`src/rtl/lt_pkg.sv`:
```
package lt_pkg;

    localparam logic [15:0] A_POWER   = 16'h0600;
    localparam logic [15:0] A_PATTERN = 16'h0102;
    localparam logic [15:0] A_LINKCFG = 16'h0100;
    localparam logic [15:0] A_SPREAD  = 16'h0107;
    localparam logic [15:0] A_DRIVE   = 16'h0103;
    localparam logic [15:0] A_STATUS  = 16'h0202;

    localparam logic [7:0] RATE_CODE_LO = 8'h06;
    localparam logic [7:0] RATE_CODE_HI = 8'h0a;
    localparam logic [7:0] REV_ENHANCED = 8'h11;
    localparam logic [7:0] POWER_ON     = 8'h01;
    localparam logic [2:0] STATUS_BYTES = 3'd6;

    typedef enum logic [1:0] {
        PAT_OFF = 2'd0,
        PAT_CR  = 2'd1,
        PAT_EQ  = 2'd2
    } lt_pat_e;

    typedef enum logic [4:0] {
        S_IDLE, S_PWR, S_PAT0, S_CFG, S_SPREAD, S_PHY_START, S_SETUP_WAIT,
        S_PAT1, S_CR_DRV, S_CR_WAIT, S_CR_RD,
        S_EQ_PAT2, S_EQ_WAIT, S_EQ_RD, S_EQ_DRV,
        S_END_PAT0, S_END_PHY, S_DONE
    } lt_state_e;

    typedef struct packed {
        logic        valid;
        logic        write;
        logic [15:0] addr;
        logic [2:0]  len;
        logic [31:0] data;
    } lt_req_t;

    function automatic logic [7:0] lane_cfg_byte(input logic [2:0] lanes, input logic enh);
        return {enh, 4'b0000, lanes};
    endfunction

    function automatic logic is_wait_state(input lt_state_e s);
        return (s == S_SETUP_WAIT) || (s == S_CR_WAIT) || (s == S_EQ_WAIT);
    endfunction

endpackage

```
`src/rtl/lt_wait_timer.sv`:
```
module lt_wait_timer #(
    parameter int W = 12
) (
    input  logic         clk,
    input  logic         rst,
    input  logic         load,
    input  logic [W-1:0] load_val,
    input  logic         tick,
    output logic [W-1:0] cnt,
    output logic         expired
);
    always_ff @(posedge clk) begin
        if (rst)
            cnt <= '0;
        else if (load)
            cnt <= load_val;
        else if (tick && cnt != '0)
            cnt <= cnt - 1'b1;
    end

    assign expired = (cnt == '0);
endmodule

```
`src/rtl/lt_loop_ctr.sv`:
```
module lt_loop_ctr #(
    parameter int MAX = 5,
    localparam int W = $clog2(MAX + 1)
) (
    input  logic         clk,
    input  logic         rst,
    input  logic         clr,
    input  logic         inc,
    output logic [W-1:0] cnt
);
    localparam logic [W-1:0] TOP = W'(MAX);

    always_ff @(posedge clk) begin
        if (rst || clr)
            cnt <= '0;
        else if (inc && cnt != TOP)
            cnt <= cnt + 1'b1;
    end
endmodule

```
`src/rtl/lt_req_build.sv`:
```
module lt_req_build
    import lt_pkg::*;
(
    input  lt_state_e  state,
    input  logic       enh,
    input  logic       rate_hi,
    input  logic [2:0] lanes,
    input  logic [7:0] drive,
    output lt_req_t    req
);
    always_comb begin
        req = '0;
        case (state)
            S_PWR: begin
                req.valid = 1'b1; req.write = 1'b1; req.addr = A_POWER;
                req.len = 3'd1; req.data = {24'd0, POWER_ON};
            end
            S_PAT0, S_END_PAT0: begin
                req.valid = 1'b1; req.write = 1'b1; req.addr = A_PATTERN;
                req.len = 3'd1; req.data = {30'd0, PAT_OFF};
            end
            S_CFG: begin
                req.valid = 1'b1; req.write = 1'b1; req.addr = A_LINKCFG;
                req.len = 3'd2;
                req.data = {16'd0, lane_cfg_byte(lanes, enh),
                            rate_hi ? RATE_CODE_HI : RATE_CODE_LO};
            end
            S_SPREAD: begin
                req.valid = 1'b1; req.write = 1'b1; req.addr = A_SPREAD;
                req.len = 3'd1; req.data = '0;
            end
            S_PAT1: begin
                req.valid = 1'b1; req.write = 1'b1; req.addr = A_PATTERN;
                req.len = 3'd1; req.data = {30'd0, PAT_CR};
            end
            S_EQ_PAT2: begin
                req.valid = 1'b1; req.write = 1'b1; req.addr = A_PATTERN;
                req.len = 3'd1; req.data = {30'd0, PAT_EQ};
            end
            S_CR_DRV, S_EQ_DRV: begin
                req.valid = 1'b1; req.write = 1'b1; req.addr = A_DRIVE;
                req.len = lanes; req.data = {4{drive}};
            end
            S_CR_RD, S_EQ_RD: begin
                req.valid = 1'b1; req.write = 1'b0; req.addr = A_STATUS;
                req.len = STATUS_BYTES; req.data = '0;
            end
            default: req = '0;
        endcase
    end
endmodule

```
`src/rtl/lt_train_seq.sv`:
```
module lt_train_seq
    import lt_pkg::*;
#(
    parameter int WAIT_W       = 12,
    parameter int SETUP_US     = 400,
    parameter int CR_US        = 100,
    parameter int EQ_US        = 400,
    parameter int SWING_REPEAT = 5,
    parameter int EQ_RETRIES   = 5
) (
    input  logic              clk,
    input  logic              rst,
    input  logic              start,
    input  logic [7:0]        sink_rev,
    input  logic              rate_hi,
    input  logic [2:0]        lane_cnt,
    input  logic              tick_us,
    output logic              req_valid,
    output logic              req_write,
    output logic [15:0]       req_addr,
    output logic [2:0]        req_len,
    output logic [31:0]       req_data,
    input  logic              xact_done,
    input  logic              xact_err,
    input  logic              ev_cr_ok,
    input  logic              ev_eq_ok,
    input  logic              ev_max_swing,
    input  logic [7:0]        ev_adj_drive,
    output logic              phy_start,
    output logic              phy_complete,
    output logic [1:0]        phy_pattern,
    output logic [7:0]        phy_drive,
    output logic [WAIT_W-1:0] wait_us,
    output logic              busy,
    output logic              done,
    output logic              cr_failed,
    output logic              eq_failed
);
    localparam int SW_W  = $clog2(SWING_REPEAT + 1);
    localparam int EQ_MX = EQ_RETRIES + 1;
    localparam int EQ_W  = $clog2(EQ_MX + 1);
    localparam logic [SW_W-1:0] SW_LAST = SW_W'(SWING_REPEAT - 1);
    localparam logic [EQ_W-1:0] EQ_LAST = EQ_W'(EQ_MX);

    lt_state_e   state, nxt;
    logic        enh_q, rate_q;
    logic [2:0]  lanes_q;
    logic [7:0]  drive_q;
    lt_pat_e     pat_q;
    lt_req_t     req;

    logic              wt_load, wt_expired;
    logic [WAIT_W-1:0] wt_val;
    logic [SW_W-1:0]   swing_cnt;
    logic [EQ_W-1:0]   eq_cnt;

    logic cr_rd_done, cr_continue, same_swing, swing_inc, swing_clr, swing_abort;
    logic eq_rd_done, eq_continue, eq_abort;
    logic cr_fail_set, eq_fail_set, take_adj, launch;

    // request formatting
    lt_req_build u_req (
        .state  (state),
        .enh    (enh_q),
        .rate_hi(rate_q),
        .lanes  (lanes_q),
        .drive  (drive_q),
        .req    (req)
    );

    // pause timer
    lt_wait_timer #(.W(WAIT_W)) u_wait (
        .clk     (clk),
        .rst     (rst),
        .load    (wt_load),
        .load_val(wt_val),
        .tick    (tick_us),
        .cnt     (wait_us),
        .expired (wt_expired)
    );

    // consecutive same-swing counter (recovery phase)
    lt_loop_ctr #(.MAX(SWING_REPEAT)) u_swing (
        .clk(clk), .rst(rst), .clr(swing_clr), .inc(swing_inc), .cnt(swing_cnt)
    );

    // unsuccessful-read counter (equalisation phase)
    lt_loop_ctr #(.MAX(EQ_MX)) u_eqtry (
        .clk(clk), .rst(rst), .clr(state == S_EQ_PAT2), .inc(eq_continue && !eq_abort),
        .cnt(eq_cnt)
    );

    assign launch      = start && (state == S_IDLE || state == S_DONE);
    assign same_swing  = (ev_adj_drive[1:0] == drive_q[1:0]);
    assign cr_rd_done  = (state == S_CR_RD) && xact_done;
    assign cr_continue = cr_rd_done && !xact_err && !ev_cr_ok && !ev_max_swing;
    assign swing_inc   = cr_continue && same_swing;
    assign swing_clr   = (state == S_PAT1) || (cr_continue && !same_swing);
    assign swing_abort = swing_inc && (swing_cnt == SW_LAST);
    assign eq_rd_done  = (state == S_EQ_RD) && xact_done;
    assign eq_continue = eq_rd_done && !xact_err && !ev_eq_ok;
    assign eq_abort    = eq_continue && (eq_cnt == EQ_LAST);
    assign cr_fail_set = (cr_rd_done && (xact_err || (!ev_cr_ok && ev_max_swing))) || swing_abort;
    assign eq_fail_set = (eq_rd_done && xact_err) || eq_abort;
    assign take_adj    = (cr_continue && !swing_abort) || (eq_continue && !eq_abort);

    always_comb begin
        nxt = state;
        case (state)
            S_IDLE, S_DONE: if (launch) nxt = (sink_rev >= REV_ENHANCED) ? S_PWR : S_PAT0;
            S_PWR:          if (xact_done) nxt = S_PAT0;
            S_PAT0:         if (xact_done) nxt = S_CFG;
            S_CFG:          if (xact_done) nxt = S_SPREAD;
            S_SPREAD:       if (xact_done) nxt = S_PHY_START;
            S_PHY_START:    nxt = S_SETUP_WAIT;
            S_SETUP_WAIT:   if (wt_expired) nxt = S_PAT1;
            S_PAT1:         if (xact_done) nxt = S_CR_DRV;
            S_CR_DRV:       if (xact_done) nxt = S_CR_WAIT;
            S_CR_WAIT:      if (wt_expired) nxt = S_CR_RD;
            S_CR_RD:        if (xact_done) nxt = (cr_continue && !swing_abort) ? S_CR_DRV : S_EQ_PAT2;
            S_EQ_PAT2:      if (xact_done) nxt = S_EQ_WAIT;
            S_EQ_WAIT:      if (wt_expired) nxt = S_EQ_RD;
            S_EQ_RD:        if (xact_done) nxt = (eq_continue && !eq_abort) ? S_EQ_DRV : S_END_PAT0;
            S_EQ_DRV:       if (xact_done) nxt = S_EQ_WAIT;
            S_END_PAT0:     if (xact_done) nxt = S_END_PHY;
            S_END_PHY:      nxt = S_DONE;
            default:        nxt = S_IDLE;
        endcase
    end

    always_comb begin
        wt_load = is_wait_state(nxt) && (nxt != state);
        case (nxt)
            S_SETUP_WAIT: wt_val = WAIT_W'(SETUP_US);
            S_CR_WAIT:    wt_val = WAIT_W'(CR_US);
            default:      wt_val = WAIT_W'(EQ_US);
        endcase
    end

    always_ff @(posedge clk) begin
        if (rst) begin
            state     <= S_IDLE;
            enh_q     <= 1'b0;
            rate_q    <= 1'b0;
            lanes_q   <= 3'd0;
            drive_q   <= 8'd0;
            pat_q     <= PAT_OFF;
            cr_failed <= 1'b0;
            eq_failed <= 1'b0;
        end else begin
            state <= nxt;
            if (launch) begin
                enh_q     <= (sink_rev >= REV_ENHANCED);
                rate_q    <= rate_hi;
                lanes_q   <= lane_cnt;
                drive_q   <= 8'd0;
                cr_failed <= 1'b0;
                eq_failed <= 1'b0;
            end else begin
                if (take_adj)    drive_q   <= ev_adj_drive;
                if (cr_fail_set) cr_failed <= 1'b1;
                if (eq_fail_set) eq_failed <= 1'b1;
            end
            if (state == S_PHY_START)
                pat_q <= PAT_CR;
            else if (state == S_EQ_PAT2 && xact_done)
                pat_q <= PAT_EQ;
            else if (state == S_END_PHY)
                pat_q <= PAT_OFF;
        end
    end

    assign req_valid    = req.valid;
    assign req_write    = req.write;
    assign req_addr     = req.addr;
    assign req_len      = req.len;
    assign req_data     = req.data;
    assign phy_start    = (state == S_PHY_START);
    assign phy_complete = (state == S_END_PHY);
    assign phy_pattern  = pat_q;
    assign phy_drive    = drive_q;
    assign busy         = (state != S_IDLE) && (state != S_DONE);
    assign done         = (state == S_DONE);
endmodule

```
`config.mk`:
```
export PLATFORM = sky130hd
export DESIGN_NAME = lt_train_seq
export DESIGN_NICKNAME = d
export VERILOG_FILES = /design/src/rtl/lt_pkg.sv /design/src/rtl/lt_wait_timer.sv /design/src/rtl/lt_loop_ctr.sv /design/src/rtl/lt_req_build.sv /design/src/rtl/lt_train_seq.sv
export SDC_FILE = /design/constraint.sdc
export NUM_CORES = 1
export LEC_CHECK = 0
export ABC_AREA = 1
export CORE_MARGIN = 2
export CORE_UTILIZATION = 30
export DETAILED_ROUTE_END_ITERATION = 12
export PLACE_DENSITY = 0.64
export SETUP_SLACK_MARGIN = 0.4
export SYNTH_ARGS = -nofsm -noshare
export SYNTH_HDL_FRONTEND = slang
export SYNTH_SLANG_ARGS = --single-unit
export TNS_END_PERCENT = 5
```
`constraint.sdc`:
```
create_clock -name clk -period 3.4 [get_ports clk]
set_clock_uncertainty 0.2 [all_clocks]
set_input_delay 0.68 -clock clk [delete_from_list [all_inputs] [get_ports clk]]
set_output_delay 0.68 -clock clk [all_outputs]
set_load 0.005 [all_outputs]
```
==> impl_metrics.py, run 1 <==
metrics = {
    "synth": {
        "yosys_warnings": 0,
        "synthTopCellsByArea": "dfxtp_1 27%, nor2_1 13%, nand2_1 11%",
        "synth-async-reset-ratio": 0,
        "synth_top_cell_area_share": 0.2698,
        "syn_inst": 480,
        "synth_cell_type_count": 39,
        "synth_edf_count": 0,
        "synth-main-ff-cell": "dfxtp_1",
        "netlist_area_mm2": 0.002968,
        "synth.avg_cell_area_um2": 6.183,
        "yosysTopAreaCell": "dfxtp_1",
        "ys_ff_latch": 40,
        "ys_seq_area_frac": 0.2698,
    },
    "clock_network": {
        "cts-buffers-inserted": 5,
        "clk_pin_slew_ns": 0.09,
        "htreeDepth": 2,
        "holdBufCountCts": 0,
        "worstSkewPairLatency_ns": 0.30,
        "clk_path_buf_depth": 2,
        "cts-root-buf": "clkbuf_8",
        "cts_tree": "built",
        "cts_sinks": 40,
    },
    "final_layout": {
        "diodes": 0,
        "synthToLayoutAreaGrowth_pct": 42.29,
        "final_nets": 608,
        "num-fill-cells": 1022,
        "drive_above_1_share": 0.1254,
    },
    "timing": {
        "tightest_slew_ns": 0.9676,
        "maxSlewHeadroom": 0.3526,
        "post-route-min-period_ns": 2.973,
        "slew_viol_final": 0,
        "finalCritPeriodShare": 0.8745,
        "finalSetupViolCount": 0,
        "setup_ws_ns": 0.4268,
        "hold_violations": 0,
        "timing.fmax_mhz": 336.3,
        "rsz0062_at_grt": "yes",
        "finalSetupTns_ns": 0,
    },
    "detailed_routing": {
        "viasPerCell": 4.556,
        "drt_iter0_drc": 162,
        "wire_per_inst_um": 12.86,
        "dr.pass1.iters": 4,
        "drc": 0,
        "vias": 3221,
        "drt_wl_total_um": 9091,
        "ant_nets": 0,
    },
    "floorplan": {
        "die_w_um": 103.5,
        "start_util": 0.3065,
        "rows": 36,
        "coreArea_mm2": 0.009684,
        "fp.dieArea_mm2": 0.01070,
        "die_y_um": 103.5,
        "io_pins": 110,
    },
    "flow_run": {
        "cap_violations": 0,
    },
    "setup_path": {
        "r2r_start": "state[0]",
        "worst_setup_path_end_kind": "output port",
        "crit_start": "state[4]",
        "cp_max_fo": 8,
        "critical_path_required_ns": 2.52,
        "cp-start-kind": "register",
        "crit_type": "reg2out",
        "crit_arrival_ns": 2.09,
    },
    "power": {
        "power_frac_clock": 0.266,
        "switchingPower_uw": 538.9,
        "p_seq_frac": 0.369,
        "switching_share": 0.3469,
        "power.density_mw_per_mm2": 367.9,
        "internal_power_mw": 1.015,
        "power.share.combinational": 0.366,
        "vdd_ir_drop_max_mv": 0.1619,
        "p_leak_nw": 1.918,
    },
    "global_route": {
        "globalRouteOverflowTotal": 0,
        "grt_pass1_vias": 2806,
        "gr-usage-all-layers": 0.1663,
        "grt_antenna_before_repair": 0,
        "grt_max_degree": 17,
        "grt_pass1_wl_um": 13900,
    },
    "min_path": {
        "hold_path.class": "reg2reg",
        "min-delay-start": "phy_drive[5]",
    },
    "status": {
        "status": "complete, no violations",
    },
    "placement": {
        "dp_hpwl_um": 7223,
        "dp_slack_ns": 0.3058,
        "gp_congestion": 0.9470,
        "portBuffers": 99,
    },
}
[synthesized netlist by cell type (5+ instances only)]
library cell	n
nor2_1	104
nand2_1	87
inv_1	69
dfxtp_1	40
nand3_1	31
buf_4	26
o21ai_0	17
a211oi_1	10
a21oi_1	10
nand2_2	8
xor2_1	8
nor3_1	7
ha_1	6
o22ai_1	5
[registers in the layout, indices dropped and copies added, names as in the netlist]
register	flops
cr_failed	1
enh_q	1
eq_failed	1
lanes_q	3
phy_drive	8
phy_pattern	2
rate_q	1
state	5
u_eqtry.cnt	3
u_swing.cnt	3
u_wait.cnt	12
[per-stage QoR]
| stage | total power, mW | util | hold slack, ns | cells | instance area (um^2) |
|---|---|---|---|---|---|
| floorplan | 0.9211 | - | 0.2444 | 489 | 3002 |
| global placement | 1.129 | 0.4084 | 0.2630 | 692 | 3955 |
| detailed placement | 1.133 | 0.4084 | 0.2707 | 692 | 3955 |
| CTS | 1.554 | 0.4255 | 0.2852 | 702 | 4120 |
| global route | 1.663 | 0.4360 | 0.3097 | 707 | 4223 |
| finish | 1.554 | 0.4360 | 0.2870 | 707 | 4223 |
[layout make-up]
type / count / area [um^2] / area share
multi-input combinational: 342 / 1760 / 0.4169
timing repair buffer: 111 / 1081 / 0.2560
sequential: 40 / 814.5 / 0.1929
inverter: 73 / 284.0 / 0.06726
tap: 133 / 166.4 / 0.03941
clock buffer: 5 / 68.82 / 0.01630
clock inverter: 3 / 47.55 / 0.01126
[metal layers]
metal,up-vias,track usage,part of all wire
met1,1443,0.2193,0.44
li1,1663,-,-
met2,98,0.2819,0.49
met3,17,0.02419,0.051
met4,0,0.04858,0.023
met5,-,0,0
[power by group through the flow]
stage / clock network, mW / logic [mW] / registers [mW]
after global routing: 0.449 / 0.634 / 0.580
after CTS: 0.424 / 0.558 / 0.572
after detailed placement: 0 / 0.553 / 0.580
after global placement: 0 / 0.549 / 0.580
after floorplan: 0 / 0.353 / 0.568
final: 0.413 / 0.568 / 0.573
[worst max-delay path: stages (launching register included)]
cell	delay (ns)
dfxtp_2	0.37
inv_4	0.13
nand3_2	0.13
nor2_2	0.20
nor2_4	0.10
buf_4	0.16
nor2_1	0.16
clkdlybuf4s50_1	0.54
[final timing paths]
check | endpoint | slack [ns] | cells past startpoint
setup / recovery | req_data[23] | 0.43 | 7
hold / removal | phy_drive[5] | 0.29 | 2
setup reg to reg | u_wait.cnt[11] | 0.67 | 15
hold reg to reg | phy_drive[5] | 0.29 | 2
[cells by family after synthesis]
family	count (synthesis)	synth area share
AND/OR/NAND/NOR	260	0.3841
buffers and inverters	107	0.1737
AO/OA/AOI/OAI	56	0.1164
adder cells (fa/ha/maj)	6	0.02529
XOR/XNOR	10	0.02951
flip-flops	40	0.2698
other	1	0.001264
[repair_timing]
item	CTS	global route
resized for setup	15	18
setup buffers	2	5
pin swaps	1	2
hold endpoints to repair	0	0
setup endpoints to repair	39	41
cloned	0	0
[cell usage in the layout, fill, tap and decap left out, drive strengths merged, types with 8 or more instances in the layout]
| cell | n |
|---|---|
| buf | 12 |
| nand3 | 34 |
| nor2 | 111 |
| clkdlybuf4s50 | 99 |
| xor2 | 8 |
| dfxtp | 40 |
| nand2 | 95 |
| o21ai | 20 |
| a211oi | 10 |
| nor3 | 8 |
| conb | 10 |
| inv | 71 |
| a21oi | 11 |
(Power assumes the default switching activity.)
==> run 2, diff against run 1 <==
--- a/config.mk
+++ b/config.mk
@@ -7,9 +7,9 @@
 export LEC_CHECK = 0
 export ABC_AREA = 1
 export CORE_MARGIN = 2
-export CORE_UTILIZATION = 30
+export CORE_UTILIZATION = 37
 export DETAILED_ROUTE_END_ITERATION = 12
-export PLACE_DENSITY = 0.64
+export PLACE_DENSITY = 0.75
 export SETUP_SLACK_MARGIN = 0.4
 export SYNTH_ARGS = -nofsm -noshare
 export SYNTH_HDL_FRONTEND = slang
==> impl_metrics.py, run 2 (synthesized netlist as in run 1, its figures left out) <==
metrics = {
    "status": {
        "status": "complete, no violations",
    },
    "power": {
        "power_frac_clock": 0.268,
        "switchingPower_uw": 544.6,
        "p_seq_frac": 0.368,
        "power.density_mw_per_mm2": 374.5,
        "internal_power_mw": 1.009,
        "switching_share": 0.3505,
        "power.share.combinational": 0.364,
        "p_leak_nw": 1.898,
        "vdd_ir_drop_max_mv": 0.1616,
    },
    "final_layout": {
        "regMostFlops": "u_wait.cnt",
        "diodes": 0,
        "mostFrequentLayoutCells": "98 x clkdlybuf4s50_1, 92 x nor2_1, 84 x nand2_1",
        "fin_cells": 671,
        "final_common_cell": "clkdlybuf4s50_1",
        "num-fill-cells": 754,
        "final_nets": 603,
        "largest_reg_flops": 12,
        "final_util": 0.5341,
        "synthToLayoutAreaGrowth_pct": 39.80,
        "final_area_mm2": 0.004149,
        "drive_above_1_share": 0.1213,
    },
    "detailed_routing": {
        "drc": 0,
        "dr.pass1.iters": 5,
        "ant_nets": 0,
        "wire_per_inst_um": 12.92,
        "viasPerCell": 4.791,
        "drt_iter0_drc": 182,
        "drt_wl_total_um": 8668,
        "vias": 3215,
    },
    "timing": {
        "post-route-min-period_ns": 2.940,
        "finalCritPeriodShare": 0.8648,
        "slew_viol_final": 0,
        "rsz0062_at_grt": "yes",
        "finalSetupViolCount": 0,
        "timing.fmax_mhz": 340.1,
        "finalSetupTns_ns": 0,
        "tightest_slew_ns": 1.050,
        "hold_violations": 0,
        "maxSlewHeadroom": 0.2976,
    },
    "global_route": {
        "use_met2": 0.3423,
        "grt_pass1_vias": 2999,
        "grtUsageMet3": 0.02901,
        "grt_antenna_before_repair": 0,
        "grt.busiest_layer": "met2",
        "gr-usage-all-layers": 0.1996,
        "grt_max_degree": 17,
        "use_met1": 0.2632,
        "globalRouteOverflowTotal": 0,
        "grt_pass1_wl_um": 14090,
    },
    "setup_path": {
        "crit_arrival_ns": 2.06,
        "cp-start-kind": "register",
        "cp_max_fo": 8,
        "worst_setup_path_end_kind": "output port",
        "ff2ff_setup_slack_ns": 0.75,
        "r2r_start": "u_wait.cnt[0]",
        "crit_type": "reg2out",
        "critical_path_required_ns": 2.52,
        "r2r_cells": 17,
        "r2r_end": "u_wait.cnt[8]",
    },
    "clock_network": {
        "cts_sinks": 40,
        "clk_pin_slew_ns": 0.09,
        "worstSkewPairLatency_ns": 0.30,
        "htreeDepth": 2,
        "cts_tree": "built",
        "cts-buffers-inserted": 5,
        "cts-root-buf": "clkbuf_8",
        "clk_path_buf_depth": 2,
    },
    "placement": {
        "portBuffers": 99,
        "placed_area_mm2": 0.003901,
        "gp_congestion": 0.9259,
        "dp_hpwl_um": 6863,
        "placed_cells": 659,
    },
    "min_path": {
        "hold_path.class": "reg2reg",
        "hold_depth": 2,
        "min-delay-start": "cr_failed",
        "hold-path-endpoint": "cr_failed",
    },
    "flow_run": {
        "cap_violations": 0,
    },
    "floorplan": {
        "coreArea_mm2": 0.007767,
        "die_w_um": 93.56,
        "rows": 32,
        "die_y_um": 93.56,
        "start_util": 0.3821,
        "fp.dieArea_mm2": 0.008753,
        "io_pins": 110,
    },
}
-- run 2: what timing repair did --
item / in CTS / in global routing
hold buffers: 0 / 0
resized for setup: 15 / 22
setup endpoints to repair: 41 / 58
setup buffers: 2 / 2
cloned: 0 / 0
pin swaps: 1 / 1
-- run 2: per-layer routing --
layer  vias to the layer above  routed length, um
met1                      1450               3850
met4                         0                117
met5                         -                  0
met3                         9                499
li1                       1654                  -
met2                       102               4201
-- run 2: per-stage QoR --
step / power (mW) / hold slack, ns / setup WS (ns)
after detailed placement: 1.131 / 0.2677 / 0.2388
after global placement: 1.120 / 0.2636 / 0.3254
after global routing: 1.655 / 0.3091 / 0.3306
after CTS: 1.549 / 0.2872 / 0.3418
after floorplan: 0.9211 / 0.2444 / 0.9949
final: 1.554 / 0.2874 / 0.4598
-- run 2: area by class of cell --
class,count,area (um^2),area share
Tap cell,102,127.6,0.03076
Multi-Input combinational cell,342,1765,0.4255
Clock inverter,3,46.29,0.01116
Clock buffer,5,68.82,0.01659
Sequential cell,40,814.5,0.1963
Timing Repair Buffer,106,1046,0.2521
Inverter,73,280.3,0.06755
-- run 2: worst max-delay path, stage by stage (launching register included) --
cell	delay [ns]
dfxtp_4	0.45
clkinvlp_4	0.17
nand2_2	0.13
nor2_1	0.08
nor2_2	0.19
nand3_1	0.14
inv_1	0.09
nand2_1	0.06
clkdlybuf4s50_1	0.46
-- run 2: power by group through the flow --
stage	combinational (mW)	clock (mW)	sequential [mW]
final	0.565	0.416	0.572
after CTS	0.555	0.425	0.570
after global placement	0.541	0	0.579
after floorplan	0.353	0	0.568
after detailed placement	0.551	0	0.579
after global routing	0.632	0.442	0.581
-- run 2: worst max path at each step --
stage,startpoint,to,slack [ns],cells past startpoint
after floorplan,state[1],req_data[12],0.99,8
after global placement,xact_done,u_wait.cnt[5],0.33,16
after detailed placement,xact_done,u_wait.cnt[6],0.24,16
after CTS,state[0],req_data[4],0.34,7
after global routing,state[4],req_data[9],0.33,8
final,state[1],req_valid,0.46,8
